<file path="src/rtl/pin_cfg_pkg.sv">
package pin_cfg_pkg;
  localparam int unsigned CFG_W    = 32;
  localparam int unsigned HALF_W   = 16;
  localparam int unsigned GROUP_SZ = 16;

  localparam logic [CFG_W-1:0] CFG_RESET = 32'h0000_0700;
  localparam logic [CFG_W-1:0] LOW_IMPL  = 32'h0000_8777;
  localparam logic [CFG_W-1:0] HIGH_IMPL = 32'h000F_0000;

  localparam int unsigned B_PULL_SEL = 0;
  localparam int unsigned B_PULL_EN  = 1;
  localparam int unsigned B_SLEW     = 2;
  localparam int unsigned B_PFILT    = 4;
  localparam int unsigned B_ODRAIN   = 5;
  localparam int unsigned B_DRIVE    = 6;
  localparam int unsigned FSEL_LSB   = 8;
  localparam int unsigned FSEL_W     = 3;
  localparam int unsigned B_FREEZE   = 15;
  localparam int unsigned IMODE_LSB  = 16;
  localparam int unsigned IMODE_W    = 4;
endpackage

</file>
<file path="src/rtl/pin_cfg_word.sv">
module pin_cfg_word
  import pin_cfg_pkg::*;
(
  input  logic              clk,
  input  logic              rst,
  input  logic              sw_we,
  input  logic [3:0]        sw_be,
  input  logic [CFG_W-1:0]  sw_data,
  input  logic              grp_we,
  input  logic [HALF_W-1:0] grp_data,
  output logic [CFG_W-1:0]  cfg_q
);
  logic             frozen;
  logic [CFG_W-1:0] lane_mask;
  logic [CFG_W-1:0] upd_mask;
  logic [CFG_W-1:0] cfg_d;

  assign frozen = cfg_q[B_FREEZE];

  always_comb begin
    lane_mask = {{8{sw_be[3]}}, {8{sw_be[2]}}, {8{sw_be[1]}}, {8{sw_be[0]}}};
    upd_mask  = '0;
    cfg_d     = cfg_q;
    if (sw_we) begin
      upd_mask = lane_mask & (HIGH_IMPL | (frozen ? '0 : LOW_IMPL));
      cfg_d    = (cfg_q & ~upd_mask) | (sw_data & upd_mask);
    end else if (grp_we && !frozen) begin
      cfg_d = (cfg_q & ~LOW_IMPL) | ({{(CFG_W-HALF_W){1'b0}}, grp_data} & LOW_IMPL);
    end
  end

  always_ff @(posedge clk) begin
    if (rst) cfg_q <= CFG_RESET;
    else     cfg_q <= cfg_d;
  end
endmodule

</file>
<file path="src/rtl/pin_cfg_group_dec.sv">
module pin_cfg_group_dec
  import pin_cfg_pkg::*;
#(
  parameter int NUM_PINS   = 32,
  parameter int ADDR_W     = 8,
  parameter int GROUP_BASE = 'h80
)(
  input  logic              wr_en,
  input  logic [ADDR_W-1:0] addr,
  input  logic [3:0]        wr_be,
  input  logic [CFG_W-1:0]  wr_data,
  output logic [NUM_PINS-1:0] grp_we,
  output logic [HALF_W-1:0] grp_data
);
  localparam int NUM_GROUPS = NUM_PINS / GROUP_SZ;

  assign grp_data = wr_data[HALF_W-1:0];

  for (genvar g = 0; g < NUM_GROUPS; g++) begin : g_grp
    logic hit;
    assign hit = wr_en && (wr_be == 4'hF) && (addr == ADDR_W'(GROUP_BASE + 4 * g));
    for (genvar k = 0; k < GROUP_SZ; k++) begin : g_pin
      assign grp_we[g*GROUP_SZ + k] = hit & wr_data[HALF_W + k];
    end
  end
endmodule

</file>
<file path="src/rtl/pin_cfg_rdport.sv">
module pin_cfg_rdport
  import pin_cfg_pkg::*;
#(
  parameter int NUM_PINS = 32,
  parameter int ADDR_W   = 8
)(
  input  logic                      clk,
  input  logic                      rst,
  input  logic                      rd_en,
  input  logic [ADDR_W-1:0]         addr,
  input  logic [NUM_PINS*CFG_W-1:0] cfg_flat,
  output logic [CFG_W-1:0]          rd_data
);
  localparam int IDX_W = $clog2(NUM_PINS);

  logic [IDX_W-1:0] idx;
  logic             in_map;

  assign idx    = addr[IDX_W+1:2];
  assign in_map = int'(addr) < 4 * NUM_PINS;

  always_ff @(posedge clk) begin
    if (rst)        rd_data <= '0;
    else if (rd_en) rd_data <= in_map ? cfg_flat[idx*CFG_W +: CFG_W] : '0;
  end
endmodule

</file>
<file path="src/rtl/pin_cfg_bank.sv">
module pin_cfg_bank
  import pin_cfg_pkg::*;
#(
  parameter int NUM_PINS   = 32,
  parameter int ADDR_W     = 8,
  parameter int GROUP_BASE = 'h80
)(
  input  logic                         clk,
  input  logic                         rst,
  input  logic                         wr_en,
  input  logic                         rd_en,
  input  logic [ADDR_W-1:0]            addr,
  input  logic [3:0]                   wr_be,
  input  logic [CFG_W-1:0]             wr_data,
  output logic [CFG_W-1:0]             rd_data,
  output logic [NUM_PINS-1:0]          pull_sel,
  output logic [NUM_PINS-1:0]          pull_en,
  output logic [NUM_PINS-1:0]          slew_slow,
  output logic [NUM_PINS-1:0]          pfilt_en,
  output logic [NUM_PINS-1:0]          odrain_en,
  output logic [NUM_PINS-1:0]          drive_hi,
  output logic [NUM_PINS*FSEL_W-1:0]   func_sel,
  output logic [NUM_PINS*IMODE_W-1:0]  irq_mode
);
  localparam int IDX_W = $clog2(NUM_PINS);

  logic [NUM_PINS*CFG_W-1:0] cfg_flat;
  logic [NUM_PINS-1:0]       grp_we;
  logic [HALF_W-1:0]         grp_data;
  logic [NUM_PINS-1:0]       freeze_vec;
  logic                      sw_hit;
  logic [IDX_W-1:0]          sw_idx;

  assign sw_hit = wr_en && (int'(addr) < 4 * NUM_PINS);
  assign sw_idx = addr[IDX_W+1:2];

  pin_cfg_group_dec #(
    .NUM_PINS(NUM_PINS), .ADDR_W(ADDR_W), .GROUP_BASE(GROUP_BASE)
  ) u_grp (
    .wr_en(wr_en), .addr(addr), .wr_be(wr_be), .wr_data(wr_data),
    .grp_we(grp_we), .grp_data(grp_data)
  );

  for (genvar n = 0; n < NUM_PINS; n++) begin : g_pin
    logic [CFG_W-1:0] q;
    pin_cfg_word u_word (
      .clk(clk), .rst(rst),
      .sw_we(sw_hit && (sw_idx == IDX_W'(n))), .sw_be(wr_be), .sw_data(wr_data),
      .grp_we(grp_we[n]), .grp_data(grp_data),
      .cfg_q(q)
    );
    assign cfg_flat[n*CFG_W +: CFG_W]       = q;
    assign pull_sel[n]                      = q[B_PULL_SEL];
    assign pull_en[n]                       = q[B_PULL_EN];
    assign slew_slow[n]                     = q[B_SLEW];
    assign pfilt_en[n]                      = q[B_PFILT];
    assign odrain_en[n]                     = q[B_ODRAIN];
    assign drive_hi[n]                      = q[B_DRIVE];
    assign freeze_vec[n]                    = q[B_FREEZE];
    assign func_sel[n*FSEL_W +: FSEL_W]     = q[FSEL_LSB +: FSEL_W];
    assign irq_mode[n*IMODE_W +: IMODE_W]   = q[IMODE_LSB +: IMODE_W];
  end

  pin_cfg_rdport #(
    .NUM_PINS(NUM_PINS), .ADDR_W(ADDR_W)
  ) u_rd (
    .clk(clk), .rst(rst), .rd_en(rd_en), .addr(addr),
    .cfg_flat(cfg_flat), .rd_data(rd_data)
  );
endmodule

</file>
<file path="config.mk">
export PLATFORM = sky130hd
export DESIGN_NAME = pin_cfg_bank
export DESIGN_NICKNAME = d
export VERILOG_FILES = /design/src/rtl/pin_cfg_pkg.sv /design/src/rtl/pin_cfg_word.sv /design/src/rtl/pin_cfg_group_dec.sv /design/src/rtl/pin_cfg_rdport.sv /design/src/rtl/pin_cfg_bank.sv
export SDC_FILE = /design/constraint.sdc
export NUM_CORES = 1
export LEC_CHECK = 0
export BUFFER_PORTS_ARGS = -buffer_cell sky130_fd_sc_hd__buf_4
export CORE_MARGIN = 2
export CORE_UTILIZATION = 51
export DETAILED_ROUTE_END_ITERATION = 6
export MAX_ROUTING_LAYER = met4
export PLACE_DENSITY = 0.78
export SETUP_SLACK_MARGIN = 0.1
export SLEW_MARGIN = 5
export SYNTH_ARGS = -nofsm -noshare
export SYNTH_HDL_FRONTEND = slang
export SYNTH_SLANG_ARGS = --single-unit
</file>
<file path="constraint.sdc">
create_clock -name clk -period 2.08 [get_ports clk]
set_clock_uncertainty 0.15 [all_clocks]
set_input_delay 0.312 -clock clk [delete_from_list [all_inputs] [get_ports clk]]
set_output_delay 0.312 -clock clk [all_outputs]
set_load 0.02 [all_outputs]
</file>
# Yosys cells after proc, flatten, opt, wreduce, memory -nomap -nowiden

Cells that the tools add are included.

Output and inout bits: 448
Input bits: 48
Register bits: 1056

Equality and inequality tests: 34
Reduce and logical (&&, ||, !) cells: 133
Order comparisons: 1
Mux-type cells: 97
Bitwise operators: 224
Shift operators: 1

Operators by type and width:

| kind                  | count |
|---|---|
| $and A32 B32 Y32      | 96 |
| $mux W32              | 65 |
| $not A32 Y32          | 32 |
| $or A32 B16 Y32       | 32 |
| $or A32 B32 Y32       | 32 |
| $shiftx A1024 B11 Y32 | 1 |
| $mux W16              | 32 |
| $eq A5 B5 Y1 const B  | 16 |
| $logic_and A1 B1 Y1   | 68 |
| $reduce_bool A2 Y1    | 32 |
| $eq A5 B4 Y1 const B  | 8 |
| $and A1 B1 Y1         | 32 |
| $logic_not A1 Y1      | 32 |
| $eq A5 B3 Y1 const B  | 4 |
| $eq A8 B8 Y1 const B  | 2 |
| $eq A5 B2 Y1 const B  | 2 |
| $lt A8 B8 Y1 const B  | 1 |
| $eq A5 B1 Y1 const B  | 1 |
| $logic_not A5 Y1      | 1 |
| $eq A4 B4 Y1 const B  | 1 |

# Logic depth before layout (Yosys ltp)

Depth after elaboration: 7
Depth in mapped cells: 9

# Cells and area by module

From an unflattened synthesis, not the netlist that was laid out.

Cell total of the unflattened synthesis: 4034
Area, all modules: 38619.5 sq um

Modules (own cells, without submodules):

| module            | times used | cells each | area an instance (sq um) | sequential area each (sq um) |
|---|---|---|---|---|
| pin_cfg_word      | 32         | 92         | 858.3                    | 280.3 |
| pin_cfg_rdport    | 1          | 930        | 9927.0                   | 640.6 |
| pin_cfg_group_dec | 1          | 103        | 878.3                    | 0.0 |
| pin_cfg_bank      | 1          | 57         | 347.8                    | 0.0 |

# Worst setup path after synthesis

OpenSTA, ideal clock, no wires.

Path kind: input-to-reg
Start: input port addr[2]
End: register u_rd.rd_data[10]
Setup slack: -0.213 ns
Data arrival time: 2.026 ns
Stages on the path: 6
Cell sequence: buf_2 -> buf_1 -> mux4_2 -> a22oi_1 -> nand2_1 -> a32o_1

Longest elaborated chain between the ends: 2
Elaborated cells between the ends (all ways): 3
Classes of those cells: 1 x order compare; 1 x shift; 1 x mux

Ends and longest elaborated chain:

| element                                               | line                                       | source |
|---|---|---|
| start, declared                                       | pin_cfg_bank.sv:12                         | `input logic [ADDR_W-1:0] addr,` |
| $shiftx A1024 B11 Y32 or $lt A8 B8 Y1 (tied branches) | pin_cfg_rdport.sv:24, pin_cfg_rdport.sv:20 |  |
| $mux W32 (*)                                          | pin_cfg_rdport.sv:24                       | `else if (rd_en) rd_data <= in_map ? cfg_flat[idx*CFG_W +: CFG_W] : '0;` |
| end signal, assigned                                  | pin_cfg_rdport.sv:24                       |  |
| end, declared                                         | pin_cfg_rdport.sv:12                       | `output logic [CFG_W-1:0] rd_data` |

Mark *: on every way between the ends. The rest lies on a longest branch, timed or not.
A chain may end at the register's enable or synchronous reset.

# Final worst setup path

Start: input port addr[5]
End: register u_rd.rd_data[5]

The elaborated chain is that of the path after synthesis.

==> results.md <==
- Outcome: finished clean
- CTS root buf: clkbuf_16
- FFs w/ async S/R, synth: 0%
- Hold Path Class: input pin to register
- Final #Nets: approximately 2900
- Row cnt: 80
- Largest net degree at the start of global routing: 90
- Non-Filler Instances: approximately 3500
- Setup crit end kind: register
- Largest cells by area after synthesis: dfxtp_1 (37%), buf_4 (13%), mux2i_1 (12%), mux4_2 (7.6%), nor2_1 (5.1%)
- Unrepaired setup endpoints after global routing: no
- Number of synthesized flops with an enable pin: 0
- Setup ws final: 135 ps
- Slew @ Worst Pin: around 660 ps
- Fin crit period: 1950 ps
- Initial DRC count: 2249
- Antenna-violating nets left: 0
- Main synth FF type: dfxtp_1
- Crit path top cell by count: buf_4
- Clk pin slew, worst setup/hold paths: 60 ps
- Buffers on Ports: around 470
- Mux cell area share after synthesis: between 20% and 30%
- Post-synth top area share: ~37%
- Vias in the first global route: roughly 20000
- GP Congestion: 0.972
- Avg Cell Area, Syn: 9.14 um2
- Inserted Clock Buffers: 51
- Synth area leader: dfxtp_1
- Fmax: 0.514 GHz
- Die X: 224 um
- Part of the cycle the worst path needs: 93.5%
- Io pins: 496
- Final setup fails: 0
- Critical Path Max Stage Delay: about 430 ps
- Worst endpoint required time: 2420 ps
- Yosys warnings: 0
- Worst EP arrival: 2280 ps
- Place WS: -406 ps
- H-tree depth: 2
- Combinational family with the most area after synthesis: multiplexers
- Max-slew violation count: 0
- Total global routing overflow: 0
- Initial core utilization: 51.7%
- First drt pass iteration count: 6
- Die area: about 0.050 mm2
- Crit-path cells: buf_4 -> buf_4 -> nor2b_2 -> and2_0 -> buf_12 -> a221oi_1 -> nand3_1 -> a32o_1
- CP bufs+invs: 3
- GRT Util Overall: 35.4%
- Synthesized area: 0.0247 mm2
- Drt via density: around 6.0
- Residual DRC: 0
- CP max stage cell: a221oi_1
- Clock Latency Late Sink: around 600 ps
- DP Wirelength: around 67000 um
- Util after Layout: between 60% and 70%
- Initial antenna violation count: 5
- Slew headroom: roughly 56%
- Pleak: roughly 12 nW
- Crit path max fanout: 11
- Synthesis-to-layout area growth: 19.8%
- Post-Synthesis Cells: 2708
- Register area: between 0.009 and 0.01 mm2
- Yosys reg bits: between 400 and 500
- Synth Area in XOR/XNOR: 0%
- Hold slack: between 20 and 30 ps
- Worst VDD drop: between 0.6 and 0.7 mV
- Die Y: around 220 um
- CTS Sinks: 462
- Synth Area in Simple Gates: ~13%
- Final wirelength: between 80000 and 90000 um
- Flop-to-flop setup slack: about 230 ps
- Post-CTS Setup Inserts: 0
- Cell family with most CP delay: simple AND/OR/NAND/NOR gates
- Clk buf depth: 3
- Core Area: around 0.048 mm2
- Placed Instances: between 3000 and 4000
- TritonCTS clock tree: done
- Setup TNS: 0 ps
- Max-Cap Viols: 0
- First-pass GRT wire length: 130000 um
- Detail-routed net length per standard cell: roughly 25 um
- Power Density: between 600 and 700 mW/mm2
- Synth Area in Compound Gates: between 10% and 20%
- CP startpoint kind: input pin
- Crit path kind: input pin to register
- Final Hold Fails: 0
- Via count: approximately 21000
- Share of layout cells above drive strength 1: between 30% and 40%
- Synth cell types: 52
- Fillers: 3850
- Adder-Cell Fraction of Synth Area: 0%
- Area of the multi-input gates: roughly 0.012 mm2
- Sequential-to-total area share from yosys stat: between 30% and 40%
[worst register-to-register path, stage by stage, from the launching register on]
cell and delay (ps):
dfxtp_1 330, mux4_2 480, a22oi_1 260, buf_4 170, nand3_1 80, a32o_1 280
[area by class of cell]
type                    count  share of cell area, %
multi-input cells        1626                   39.3
flip-flops and latches    462                   31.2
repair buffers            735                   20.9
clock buffers              79                   5.31
well taps                 615                   2.60
clock inverters            16                  0.680
inverters                   3                 0.0380
diodes                      4                 0.0338
[final timing paths]
kind                                         to  cells past startpoint                                    start
hold / removal                         register                      4                              wr_data[18]
setup reg to reg  u_rd.rd_data[16]$_SDFFE_PP0P_                      5  g_pin[23].u_word.cfg_q[16]$_SDFFE_PP0P_
setup / recovery   u_rd.rd_data[5]$_SDFFE_PP0P_                      8                                  addr[5]
hold reg to reg    u_rd.rd_data[5]$_SDFFE_PP0P_                      1             u_rd.rd_data[5]$_SDFFE_PP0P_
[power by group]
group	internal, mW	switching (mW)	total [mW]
registers	8.88	0.0276	8.90
logic	0.566	1.02	1.59
clock network	5.71	3.82	9.53
total	15.2	4.87	20.0
[through the flow]
step	total power [mW]	cell area, um2
after floorplan	9.95	25000
after global placement	10.6	27700
after detailed placement	10.6	27700
after CTS	20.1	29600
after global routing	20.5	29600
final	20.0	29600
[cells in the mapped netlist, types with 3 or more instances]
| cell | instances |
|---|---|
| and2b_1 | 13 |
| nor3b_2 | 3 |
| mux4_2 | 84 |
| nand2b_1 | 10 |
| mux2_2 | 28 |
| and3b_1 | 14 |
| nor2_1 | 338 |
| a221oi_1 | 14 |
| a32oi_1 | 7 |
| clkbuf_1 | 153 |
| or2_1 | 3 |
| nand4_1 | 39 |
| o22a_1 | 4 |
| a22oi_1 | 29 |
| inv_1 | 3 |
| mux2i_1 | 294 |
| nand2_1 | 134 |
| nand3_1 | 52 |
| o21ai_0 | 206 |
| nor2b_1 | 52 |
| o221ai_1 | 14 |
| o2bb2a_1 | 6 |
| buf_4 | 435 |
| nor3b_1 | 12 |
| or3_1 | 4 |
| o2bb2ai_1 | 17 |
| a31oi_1 | 4 |
| dfxtp_1 | 462 |
| buf_1 | 26 |
| a21oi_2 | 21 |
| or2_2 | 6 |
| buf_2 | 20 |
| a21oi_1 | 151 |
| nor2_2 | 6 |
| o22ai_1 | 8 |
| a32o_1 | 14 |
| and2_1 | 3 |
[layer usage]
layer | GRT usage, % | share of wire (%) | vias up
li1 | - | - | 9393
met1 | 42.7 | 38 | 10400
met2 | 57.1 | 47 | 1338
met3 | 7.16 | 9.7 | 260
met4 | 16.9 | 5.3 | 0
met5 | - | 0 | -
[repair_timing]
action,CTS,global route
endpoints found under the hold margin,62,0
gates resized for setup,0,1
setup endpoints to repair,0,14
hold buffers,15,0
[layout by cell type (no fill, tap or decap), types with 5 or more instances in the layout]
cell type	synthesis	final
a21oi_1	151	151
a21oi_2	21	13
a21oi_4	0	8
a221oi_1	14	14
a22oi_1	29	28
a32o_1	14	14
a32oi_1	7	7
and2b_2	0	9
and3b_1	14	14
buf_12	0	49
buf_4	435	668
clkbuf_1	153	11
clkbuf_16	0	53
clkbuf_8	0	15
clkinv_2	0	6
conb_1	1	18
dfxtp_1	462	462
dlygate4sd3_1	0	15
mux2_2	28	28
mux2i_1	294	294
mux4_2	84	84
nand2_1	134	134
nand2b_1	10	10
nand3_1	52	52
nand4_1	39	39
nor2_1	338	332
nor2_2	6	11
nor2b_1	52	50
nor3b_1	12	10
nor3b_2	3	5
o21ai_0	206	206
o221ai_1	14	14
o22ai_1	8	8
o2bb2a_1	6	6
o2bb2ai_1	17	17
or2_2	6	5
[cell families after synthesis]
kind of cell	count (synthesis)
buf+inv	637
simple gates	706
other cells	1
compound gates	496
flops	462
mux	406
Power figures use the tool's default switching activity.
